**src/rtl/cfg_xlat_pkg.sv**
```systemverilog
package cfg_xlat_pkg;

    localparam int NB      = 4;
    localparam int DW      = 8 * NB;
    localparam int OFF_W   = $clog2(NB);
    localparam int BUS_W   = 8;
    localparam int DEV_W   = 5;
    localparam int FN_W    = 3;
    localparam int REG_W   = 6;

    typedef enum logic [1:0] {
        ST_IDLE     = 2'd0,
        ST_WAIT_TGT = 2'd1,
        ST_RESP     = 2'd2
    } xlat_state_t;

    typedef struct packed {
        logic             en;
        logic [BUS_W-1:0] bus;
        logic [DEV_W-1:0] dev;
        logic [FN_W-1:0]  fn;
        logic [REG_W-1:0] reg_idx;
    } cfg_addr_t;

endpackage

```
**src/rtl/cfg_addr_latch.sv**
```systemverilog
module cfg_addr_latch
    import cfg_xlat_pkg::*;
(
    input  logic          clk,
    input  logic          rst_n,
    input  logic          wr_en,
    input  logic [DW-1:0] wr_word,
    output cfg_addr_t     addr_q,
    output logic [DW-1:0] rd_word
);

    logic unused_rsvd;
    assign unused_rsvd = ^{wr_word[30:24], wr_word[1:0]};

    always_ff @(posedge clk or negedge rst_n) begin
        if (!rst_n) begin
            addr_q <= '0;
        end else if (wr_en) begin
            addr_q.en      <= wr_word[31];
            addr_q.bus     <= wr_word[23:16];
            addr_q.dev     <= wr_word[15:11];
            addr_q.fn      <= wr_word[10:8];
            addr_q.reg_idx <= wr_word[7:2];
        end
    end

    always_comb begin
        rd_word        = '0;
        rd_word[31]    = addr_q.en;
        rd_word[23:16] = addr_q.bus;
        rd_word[15:11] = addr_q.dev;
        rd_word[10:8]  = addr_q.fn;
        rd_word[7:2]   = addr_q.reg_idx;
    end

    // Reserved bits can never be observed as set after a write
    p_rsvd_zero_r1: assert property (@(posedge clk) disable iff (!rst_n)
        wr_en |=> (rd_word[30:24] == 7'd0) && (rd_word[1:0] == 2'd0)
                  && (rd_word[31] == $past(wr_word[31])));

endmodule

```
**src/rtl/cfg_lane_steer.sv**
```systemverilog
module cfg_lane_steer
    import cfg_xlat_pkg::*;
(
    input  logic [OFF_W-1:0] off,
    input  logic [NB-1:0]    be_in,
    input  logic [DW-1:0]    wdata_in,
    input  logic [DW-1:0]    rdata_in,
    output logic [NB-1:0]    be_out,
    output logic [DW-1:0]    wdata_out,
    output logic [DW-1:0]    rdata_out
);

    for (genvar j = 0; j < NB; j++) begin : g_lane
        logic       be_l;
        logic [7:0] wd_l;
        logic [7:0] rd_l;

        always_comb begin
            be_l = 1'b0;
            wd_l = 8'h00;
            rd_l = 8'hFF;
            for (int k = 0; k < NB; k++) begin
                if (k + int'(off) == j) begin
                    be_l = be_in[k];
                    wd_l = wdata_in[8*k +: 8];
                end
                if (j + int'(off) == k) begin
                    rd_l = rdata_in[8*k +: 8];
                end
            end
        end

        assign be_out[j]          = be_l;
        assign wdata_out[8*j +: 8] = wd_l;
        assign rdata_out[8*j +: 8] = rd_l;
    end

endmodule

```
**src/rtl/cfg_xact_fsm.sv**
```systemverilog
module cfg_xact_fsm
    import cfg_xlat_pkg::*;
(
    input  logic        clk,
    input  logic        rst_n,
    input  logic        io_req,
    input  logic        go_tgt,
    input  logic        tgt_ready,
    output xlat_state_t state_q,
    output logic        io_ready,
    output logic        io_done,
    output logic        tgt_req,
    output logic        accept,
    output logic        tgt_fire
);

    xlat_state_t state_d;

    always_ff @(posedge clk or negedge rst_n) begin
        if (!rst_n) state_q <= ST_IDLE;
        else        state_q <= state_d;
    end

    always_comb begin
        state_d = state_q;
        unique case (state_q)
            ST_IDLE:     if (io_req) state_d = go_tgt ? ST_WAIT_TGT : ST_RESP;
            ST_WAIT_TGT: if (tgt_ready) state_d = ST_RESP;
            ST_RESP:     state_d = ST_IDLE;
            default:     state_d = ST_IDLE;
        endcase
    end

    always_comb begin
        io_ready = (state_q == ST_IDLE);
        io_done  = (state_q == ST_RESP);
        tgt_req  = (state_q == ST_WAIT_TGT);
        accept   = io_ready && io_req;
        tgt_fire = tgt_req && tgt_ready;
    end

    p_accept_busy_r8: assert property (@(posedge clk) disable iff (!rst_n)
        (io_req && io_ready) |=> !io_ready);

    p_done_release_r8: assert property (@(posedge clk) disable iff (!rst_n)
        io_done |=> (io_ready && !io_done));

    p_req_hold_r8: assert property (@(posedge clk) disable iff (!rst_n)
        (tgt_req && !tgt_ready) |=> tgt_req);

endmodule

```
**src/rtl/cfg_port_xlat.sv**
```systemverilog
module cfg_port_xlat
    import cfg_xlat_pkg::*;
#(
    parameter int               IO_AW     = 16,
    parameter logic [IO_AW-1:0] ADDR_PORT = 16'hCF8,
    parameter logic [IO_AW-1:0] DATA_PORT = 16'hCFC
) (
    input  logic             clk,
    input  logic             rst_n,
    input  logic             io_req,
    input  logic             io_we,
    input  logic [IO_AW-1:0] io_port,
    input  logic [NB-1:0]    io_be,
    input  logic [DW-1:0]    io_wdata,
    output logic             io_ready,
    output logic             io_done,
    output logic [DW-1:0]    io_rdata,
    output logic             tgt_req,
    output logic             tgt_we,
    output logic [BUS_W-1:0] tgt_bus,
    output logic [DEV_W-1:0] tgt_dev,
    output logic [FN_W-1:0]  tgt_fn,
    output logic [REG_W-1:0] tgt_reg,
    output logic [NB-1:0]    tgt_be,
    output logic [DW-1:0]    tgt_wdata,
    input  logic             tgt_ready,
    input  logic [DW-1:0]    tgt_rdata
);

    localparam int               BLK_W    = IO_AW - OFF_W;
    localparam logic [BLK_W-1:0] ADDR_BLK = ADDR_PORT[IO_AW-1:OFF_W];
    localparam logic [BLK_W-1:0] DATA_BLK = DATA_PORT[IO_AW-1:OFF_W];
    localparam logic [NB-1:0]    FULL_BE  = '1;
    localparam logic [DW-1:0]    ALL_ONES = '1;

    // Port decode of the access currently presented
    logic in_addr_blk, in_data_blk, latch_dw;
    assign in_addr_blk = (io_port[IO_AW-1:OFF_W] == ADDR_BLK);
    assign in_data_blk = (io_port[IO_AW-1:OFF_W] == DATA_BLK);
    assign latch_dw    = (io_port == ADDR_PORT) && (io_be == FULL_BE);

    cfg_addr_t     addr_q;
    logic [DW-1:0] latch_rd;
    logic          accept, tgt_fire, go_tgt;
    xlat_state_t   state_q;

    assign go_tgt = in_data_blk && addr_q.en;

    cfg_xact_fsm u_fsm (
        .clk       (clk),
        .rst_n     (rst_n),
        .io_req    (io_req),
        .go_tgt    (go_tgt),
        .tgt_ready (tgt_ready),
        .state_q   (state_q),
        .io_ready  (io_ready),
        .io_done   (io_done),
        .tgt_req   (tgt_req),
        .accept    (accept),
        .tgt_fire  (tgt_fire)
    );

    cfg_addr_latch u_latch (
        .clk     (clk),
        .rst_n   (rst_n),
        .wr_en   (accept && io_we && latch_dw),
        .wr_word (io_wdata),
        .addr_q  (addr_q),
        .rd_word (latch_rd)
    );

    // Captured access attributes
    logic [OFF_W-1:0] off_q;
    logic [NB-1:0]    be_q;
    logic [DW-1:0]    wdata_q;
    logic             we_q;

    always_ff @(posedge clk or negedge rst_n) begin
        if (!rst_n) begin
            off_q   <= '0;
            be_q    <= '0;
            wdata_q <= '0;
            we_q    <= 1'b0;
        end else if (accept) begin
            off_q   <= io_port[OFF_W-1:0];
            be_q    <= io_be;
            wdata_q <= io_wdata;
            we_q    <= io_we;
        end
    end

    logic [DW-1:0] rd_steered;

    cfg_lane_steer u_steer (
        .off       (off_q),
        .be_in     (be_q),
        .wdata_in  (wdata_q),
        .rdata_in  (tgt_rdata),
        .be_out    (tgt_be),
        .wdata_out (tgt_wdata),
        .rdata_out (rd_steered)
    );

    // Response word
    always_ff @(posedge clk or negedge rst_n) begin
        if (!rst_n) begin
            io_rdata <= '0;
        end else if (accept) begin
            io_rdata <= (latch_dw && !io_we) ? latch_rd : ALL_ONES;
        end else if (tgt_fire) begin
            io_rdata <= we_q ? ALL_ONES : rd_steered;
        end
    end

    assign tgt_we  = we_q;
    assign tgt_bus = addr_q.bus;
    assign tgt_dev = addr_q.dev;
    assign tgt_fn  = addr_q.fn;
    assign tgt_reg = addr_q.reg_idx;

    logic unused_blk;
    assign unused_blk = in_addr_blk;

    p_en_gate_r5: assert property (@(posedge clk) disable iff (!rst_n)
        tgt_req |-> addr_q.en);

    p_be_live_r4: assert property (@(posedge clk) disable iff (!rst_n)
        tgt_req |-> (tgt_be != '0));

    p_fields_stable_r3: assert property (@(posedge clk) disable iff (!rst_n)
        (tgt_req && !tgt_ready) |=> ($stable(tgt_be) && $stable(tgt_wdata)
                                    && $stable(tgt_reg) && $stable(tgt_bus)));

    p_partial_latch_r2: assert property (@(posedge clk) disable iff (!rst_n)
        (accept && in_addr_blk && (io_be != FULL_BE)) |=> $stable(latch_rd));

endmodule

```
**config.mk**
```make
export PLATFORM = sky130hd
export DESIGN_NAME = cfg_port_xlat
export DESIGN_NICKNAME = d
export VERILOG_FILES = /design/src/rtl/cfg_xlat_pkg.sv /design/src/rtl/cfg_addr_latch.sv /design/src/rtl/cfg_lane_steer.sv /design/src/rtl/cfg_xact_fsm.sv /design/src/rtl/cfg_port_xlat.sv
export SDC_FILE = /design/constraint.sdc
export NUM_CORES = 1
export LEC_CHECK = 0
export ABC_CLOCK_PERIOD_IN_PS = 2500
export CORE_UTILIZATION = 46
export CTS_BUF_LIST = sky130_fd_sc_hd__clkbuf_16
export DETAILED_ROUTE_END_ITERATION = 10
export PLACE_DENSITY = 0.81
export SYNTH_ARGS = -nofsm -noshare
export SYNTH_HDL_FRONTEND = slang
export SYNTH_SLANG_ARGS = --single-unit
export TNS_END_PERCENT = 30
```
**constraint.sdc**
```tcl
create_clock -name clk -period 2.5 [get_ports clk]
set_input_delay 0.25 -clock clk [delete_from_list [all_inputs] [get_ports clk]]
set_output_delay 0.25 -clock clk [all_outputs]
set_load 0.01 [all_outputs]
```
# Word-level counts from Yosys, hierarchy flattened

Cells that the tools add are included.

Bits in registers: 96
Bits of input ports: 89
Output and inout port bits: 94
Word-level logic and storage cells: 104

Add/subtract/negate cells: 3
Equal/unequal tests: 19
Muxes and demuxes: 56
Reductions and logical operators: 15

Operators with widths:

| cell                                                                    | number |
|---|---|
| 8-bit two-way mux                                                       | 32 |
| 32-bit by 3-bit equality test with 1-bit output, second input constant  | 6 |
| 32-bit zero test                                                        | 4 |
| 32-bit two-way mux                                                      | 4 |
| 32-bit by 2-bit equality test with 1-bit output, second input constant  | 3 |
| 16-bit by 12-bit equality test with 1-bit output, second input constant | 1 |
| 1-bit two-way mux                                                       | 16 |
| 14-bit by 10-bit equality test with 1-bit output, second input constant | 1 |
| 1-bit logical AND                                                       | 7 |
| 2-bit by 2-bit adder with 3-bit output, first input constant            | 2 |
| 2-bit equality test, second input constant                              | 3 |
| 2-bit two-way mux                                                       | 3 |
| 2-bit by 1-bit equality test with 1-bit output, second input constant   | 2 |
| 4-bit equality test, second input constant                              | 1 |
| 2-bit one-hot mux with 2 select lines                                   | 1 |
| 1-bit by 2-bit adder with 3-bit output, first input constant            | 1 |
| 2-bit zero test                                                         | 1 |
| 2-bit by 1-bit != test with 1-bit output, second input constant         | 1 |
| 2-bit != test, second input constant                                    | 1 |
| 2-bit AND reduction                                                     | 1 |
| 2-bit nonzero test                                                      | 1 |
| 1-bit zero test                                                         | 1 |

# Longest topological paths before layout

Word-level depth: 9
Mapped depth: 7
Depth with buffers taken out: 4

# Hierarchy

From an unflattened synthesis, not the netlist that was laid out.

Cells, all modules: 476
Area total of the unflattened synthesis: 5497.8 µm²

Modules (own cells, without submodules):

| module         | times used | cells an instance | area each (µm²) | seq. area each (µm²) |
|---|---|---|---|---|
| cfg_port_xlat  | 1          | 249               | 3024.2          | 1776.7 |
| cfg_lane_steer | 1          | 135               | 1265.0          | 0.0 |
| cfg_addr_latch | 1          | 81                | 1101.1          | 575.6 |
| cfg_xact_fsm   | 1          | 11                | 107.6           | 50.0 |

# Least setup slack after synthesis

OpenSTA, ideal clock, no wires.

Path kind: reg2out
Start point: register off_q[0]
End point: output port tgt_be[2]
Data arrival time: 1.630 ns
Data required time: 2.250 ns
Slack: 0.620 ns
Stages on the path, launching flop included: 8
Path buffers: 5
Cells stage by stage: dfrtp_1 > clkbuf_1 > buf_2 > buf_2 > buf_2 > mux2i_1 > o21ai_0 > buf_4

Cells in the longest elaborated chain, start to end: 5
Elaborated cells between the ends (all ways): 11
Those cells by class: 3 x add/sub; 4 x eq/ne; 4 x mux

Ends and longest elaborated chain:

| element                                                                                     | RTL line             | source |
|---|---|---|
| start: declaration                                                                          | cfg_port_xlat.sv:73  | `logic [OFF_W-1:0] off_q;` |
| start signal: assignment                                                                    | cfg_port_xlat.sv:85  | `off_q <= io_port[OFF_W-1:0];` |
| 1-bit by 2-bit adder with 3-bit output / 2-bit equality test (equally long branches)        | cfg_lane_steer.sv:23 | `if (k + int'(off) == j) begin` |
| 32-bit by 3-bit equality test with 1-bit output / 1-bit two-way mux (equally long branches) | cfg_lane_steer.sv:23 |  |
| 1-bit two-way mux (2 in series)                                                             | cfg_lane_steer.sv:23 |  |
| 1-bit two-way mux *                                                                         | cfg_lane_steer.sv:23 |  |
| end: declaration                                                                            | cfg_port_xlat.sv:24  | `output logic [NB-1:0] tgt_be,` |

Every way passes the cells marked *; elsewhere a longest branch is shown, timed or not.

# Worst setup path after layout

Start point: register off_q[0]
End point: output port tgt_wdata[26]

Cells in the longest elaborated chain, start to end: 5
Elaborated cells between the ends (all ways): 11
Those cells by class: 3 x add/sub; 4 x eq/ne; 4 x mux

Ends and longest elaborated chain:

| element                                                                                                         | RTL line             | source |
|---|---|---|
| 1-bit by 2-bit adder with 3-bit output / 2-bit by 1-bit equality test with 1-bit output (equally long branches) | cfg_lane_steer.sv:23 |  |
| 32-bit by 3-bit equality test with 1-bit output / 8-bit two-way mux (equally long branches)                     | cfg_lane_steer.sv:23 |  |
| 8-bit two-way mux (2 in series)                                                                                 | cfg_lane_steer.sv:23 |  |
| 8-bit two-way mux *                                                                                             | cfg_lane_steer.sv:23 |  |
| end: declaration                                                                                                | cfg_port_xlat.sv:25  | `output logic [DW-1:0] tgt_wdata,` |

Marks and branches as above.

==> results.md <==
* FF-to-FF End: io_rdata[5]
* Clk sinks at 96
* Crit path launch: off_q[0]
* Initial Util at 48.10%
* Cell Area, Synth at ~5300 sq um
* R2R Setup Slk at about 0.46 ns
* Die width at between 100 and 150 um
* Slew headroom at approximately two fifths
* Fin nets at roughly 800
* Reg clk slew, reported paths at 0.07 ns
* Mux cell area share after synthesis at a little over an eighth
* Final Hold Viols at 0
* Cell internal pwr at 3.028 mW
* Post-detail-place hpwl at about 12000 um
* Mapped Nets at approximately 660
* Grt ovf at 0
* Antenna cells at 0
* Full die area at approximately 12000 sq um
* # IOs at between 150 and 200
* Max-Cap Viols at 0
* FFs w/ async S/R, synth at 100.0%
* Drt first pass iters at 5
* Slew Limit Fails at 0
* Crit. End Element: output port
* Min cycle time layout at about 2.5 ns
* Root buffer cell: clkbuf_16
* Layout Cells excl Fill at ~860
* Vias in the first global route at approximately 4700
* Post-CTS Repair Setup Buffers at 0
* Main combinational cell family by area after synthesis: simple AND/OR/NAND/NOR gates
* Chip height at approximately 110 um
* Leak at 3.301 nW
* Xor/xnor share of the synthesized area at 0%
* Core area at between 10000 and 15000 sq um
* Syn Area/Cell at 9.349 sq um
* Critical Path AT at 2.21 ns
* Drt via density at around 5.6
* Status: complete, no violations
* Port buffer count at 182
* CP Launch Type: register
* Synth area leader: dfrtp_1
* Top FF cell, synth: dfrtp_1
* Critical Path Sink: tgt_wdata[26]
* Total power divided by cell area at between 500 and 600 nW/um^2
* Hold WC Path Type: in2reg
* RSZ-0062 raised after global routing: no
* CTS tree: yes
* GR Util All Layers at a little over a quarter
* Setup_tns at 0 ns
* Final setup violation count at 0
* Global-route wire length before repair at about 25000 um
* Max FO, Critical Path at 44
* Combinational Power Share at between 20% and 30%
* Synth Area in Adders at 0%
* Switching Share at between 30% and 40%
* Cell Rows at 38
* GP Congestion at 0.8969
* Number of buffers created by CTS at 9
* Residual DRC count at 0
* Sequential fraction of the synthesis area at 45.08%
* Drt wl/cell at around 19 um
* Drt total wl at approximately 16000 um
* Synth Area in Compound Gates at between 10% and 20%
* Final period util at 98.59%
* Vias at between 4000 and 5000
* Worst setup path category: reg2out
* Yosys reg bits at 96
* Clk pwr share at roughly 30%
* Clock Latency Late Sink at between 0.3 and 0.4 ns
* Post-synth cell types at 42
* RR Startpoint: off_q[0]
* Psw at 1.351 mW
* Hold_ws at roughly 0.43 ns
* Synth top area share at between 40% and 50%
* Peak Freq at ~400 MHz
* Top cells by area, synth: dfrtp_1 45%, nand2_1 10%, mux2_4 5.6%
* Clock skew at 0.008983 ns
* Worst vdd ir at 0.0003622 V
* Detail Route Antenna Nets at 0
* Fraction of layout cells with a size suffix above 1 at roughly 11%
* Largest net degree at the start of global routing at 48
* H-tree levels at 3
* Area Overhead vs Synth at 39.05%
* Worst path required time at roughly 2.3 ns
* Placed insts at around 840
* Seq pwr share at about two fifths
* Post-synth EDFFs at 0
* Worst-Margin Slew at 0.9125 ns
* Syn. warnings at 0
* Simple-Gate Fraction of Synth Area at about 20%
* Cells after synthesis at 570
* Clock Path Buffers at 2
* R2R depth at 5
* Initial antenna violation count at 0
* DRT iter0 DRCs at around 320
==> what timing repair did <==
item	CTS	global route
endpoints found under the setup margin	2	7
gates resized for setup	1	4
pin swaps	0	0
hold buffers	1	0
hold endpoints to repair	45	0
==> cells in the final DEF (no fill, tap or decap), types with 6 or more instances in the layout <==
master	netlist	final
clkdlybuf4s50_1	0	181
nand2_1	144	144
dfrtp_1	96	95
mux2i_1	30	29
o21ai_0	28	27
a21oi_1	27	27
nor2_1	21	21
nor2b_1	21	20
mux2_4	20	20
o22ai_1	14	14
buf_4	26	14
nand3_1	13	13
mux2_2	11	11
and2_1	9	9
a211oi_1	9	9
nand2b_1	9	9
clkbuf_16	0	9
o221a_2	8	8
a2111o_1	6	6
a22oi_1	6	6
a211o_1	6	6
==> sequential cells by signal, summed over array words and instances (netlist names) <==
name            count
off_q               2
u_fsm.state_q       2
wdata_q            32
be_q                4
u_latch.addr_q     23
tgt_we              1
io_rdata           32
==> critical path: stages, from the launching register on <==
cell	delay [ns]
dfrtp_4	0.61
buf_16	0.24
mux2i_2	0.20
a21oi_1	0.23
clkdlybuf4s50_1	0.57
==> through the flow <==
stage	cell area (sq um)	worst slack, ns	utilization (%)	total power, mW
after floorplan	5329	0.6201	-	2.402
after global placement	7097	0.1810	64.06	3.036
after detailed placement	7097	0.06256	64.06	3.067
after CTS	7396	0.03540	66.76	4.380
after global routing	7410	0.0003924	66.88	4.575
final	7410	0.03514	66.88	4.379
==> synth_stat cells, types with 11 or more instances <==
library cell	instances
nand2_1	144
dfrtp_1	96
mux2i_1	30
o21ai_0	28
a21oi_1	27
buf_4	26
nor2_1	21
nor2b_1	21
clkbuf_1	20
mux2_4	20
o22ai_1	14
nand3_1	13
buf_2	11
mux2_2	11
==> power by group through the flow <==
stage / logic (mW) / clock network (mW) / registers, mW
global placement: 1.20 / 0 / 1.84
CTS: 1.23 / 1.33 / 1.82
floorplan: 0.593 / 0 / 1.81
detailed placement: 1.22 / 0 / 1.85
finish: 1.23 / 1.32 / 1.82
global route: 1.33 / 1.41 / 1.83
==> cell families (layout without fill, tap and decap cells) <==
family / count (synthesis) / in the layout
AOI/OAI and AO/OA: 111 / 111
buffers and inverters: 67 / 216
muxes: 61 / 61
DFF: 96 / 96
and+or+nand+nor: 235 / 235
==> cell type report <==
type / instances / area [sq um]
Clock inverter: 7 / 61.31
Clock buffer: 9 / 225.2
Sequential cell: 96 / 2406
Timing Repair Buffer: 198 / 1974
Multi-Input combinational cell: 407 / 2560
Inverter: 2 / 7.507
Tap cell: 140 / 175.2
Fill cell: 867 / 3669
==> worst min path at each step <==
| stage | start | end | cells past startpoint |
|---|---|---|---|
| 2_1_floorplan | rst_n | be_q[0] | 0 |
| 3_3_place_gp | rst_n | io_rdata[23] | 1 |
| 3_5_place_dp | rst_n | io_rdata[23] | 1 |
| 4_1_cts | io_wdata[26] | wdata_q[26] | 3 |
| 5_1_grt | io_wdata[26] | wdata_q[26] | 3 |
| 6_report | io_wdata[26] | wdata_q[26] | 3 |
==> routing by layer <==
layer / vias up / GRT usage (%) / wire (um)
li1: 2234 / - / -
met1: 2388 / 35.78 / 6723
met2: 196 / 46.45 / 7979
met3: 28 / 4.683 / 953
met4: 0 / 8.000 / 281
met5: - / 0 / 0
(Power assumes the default switching activity.)
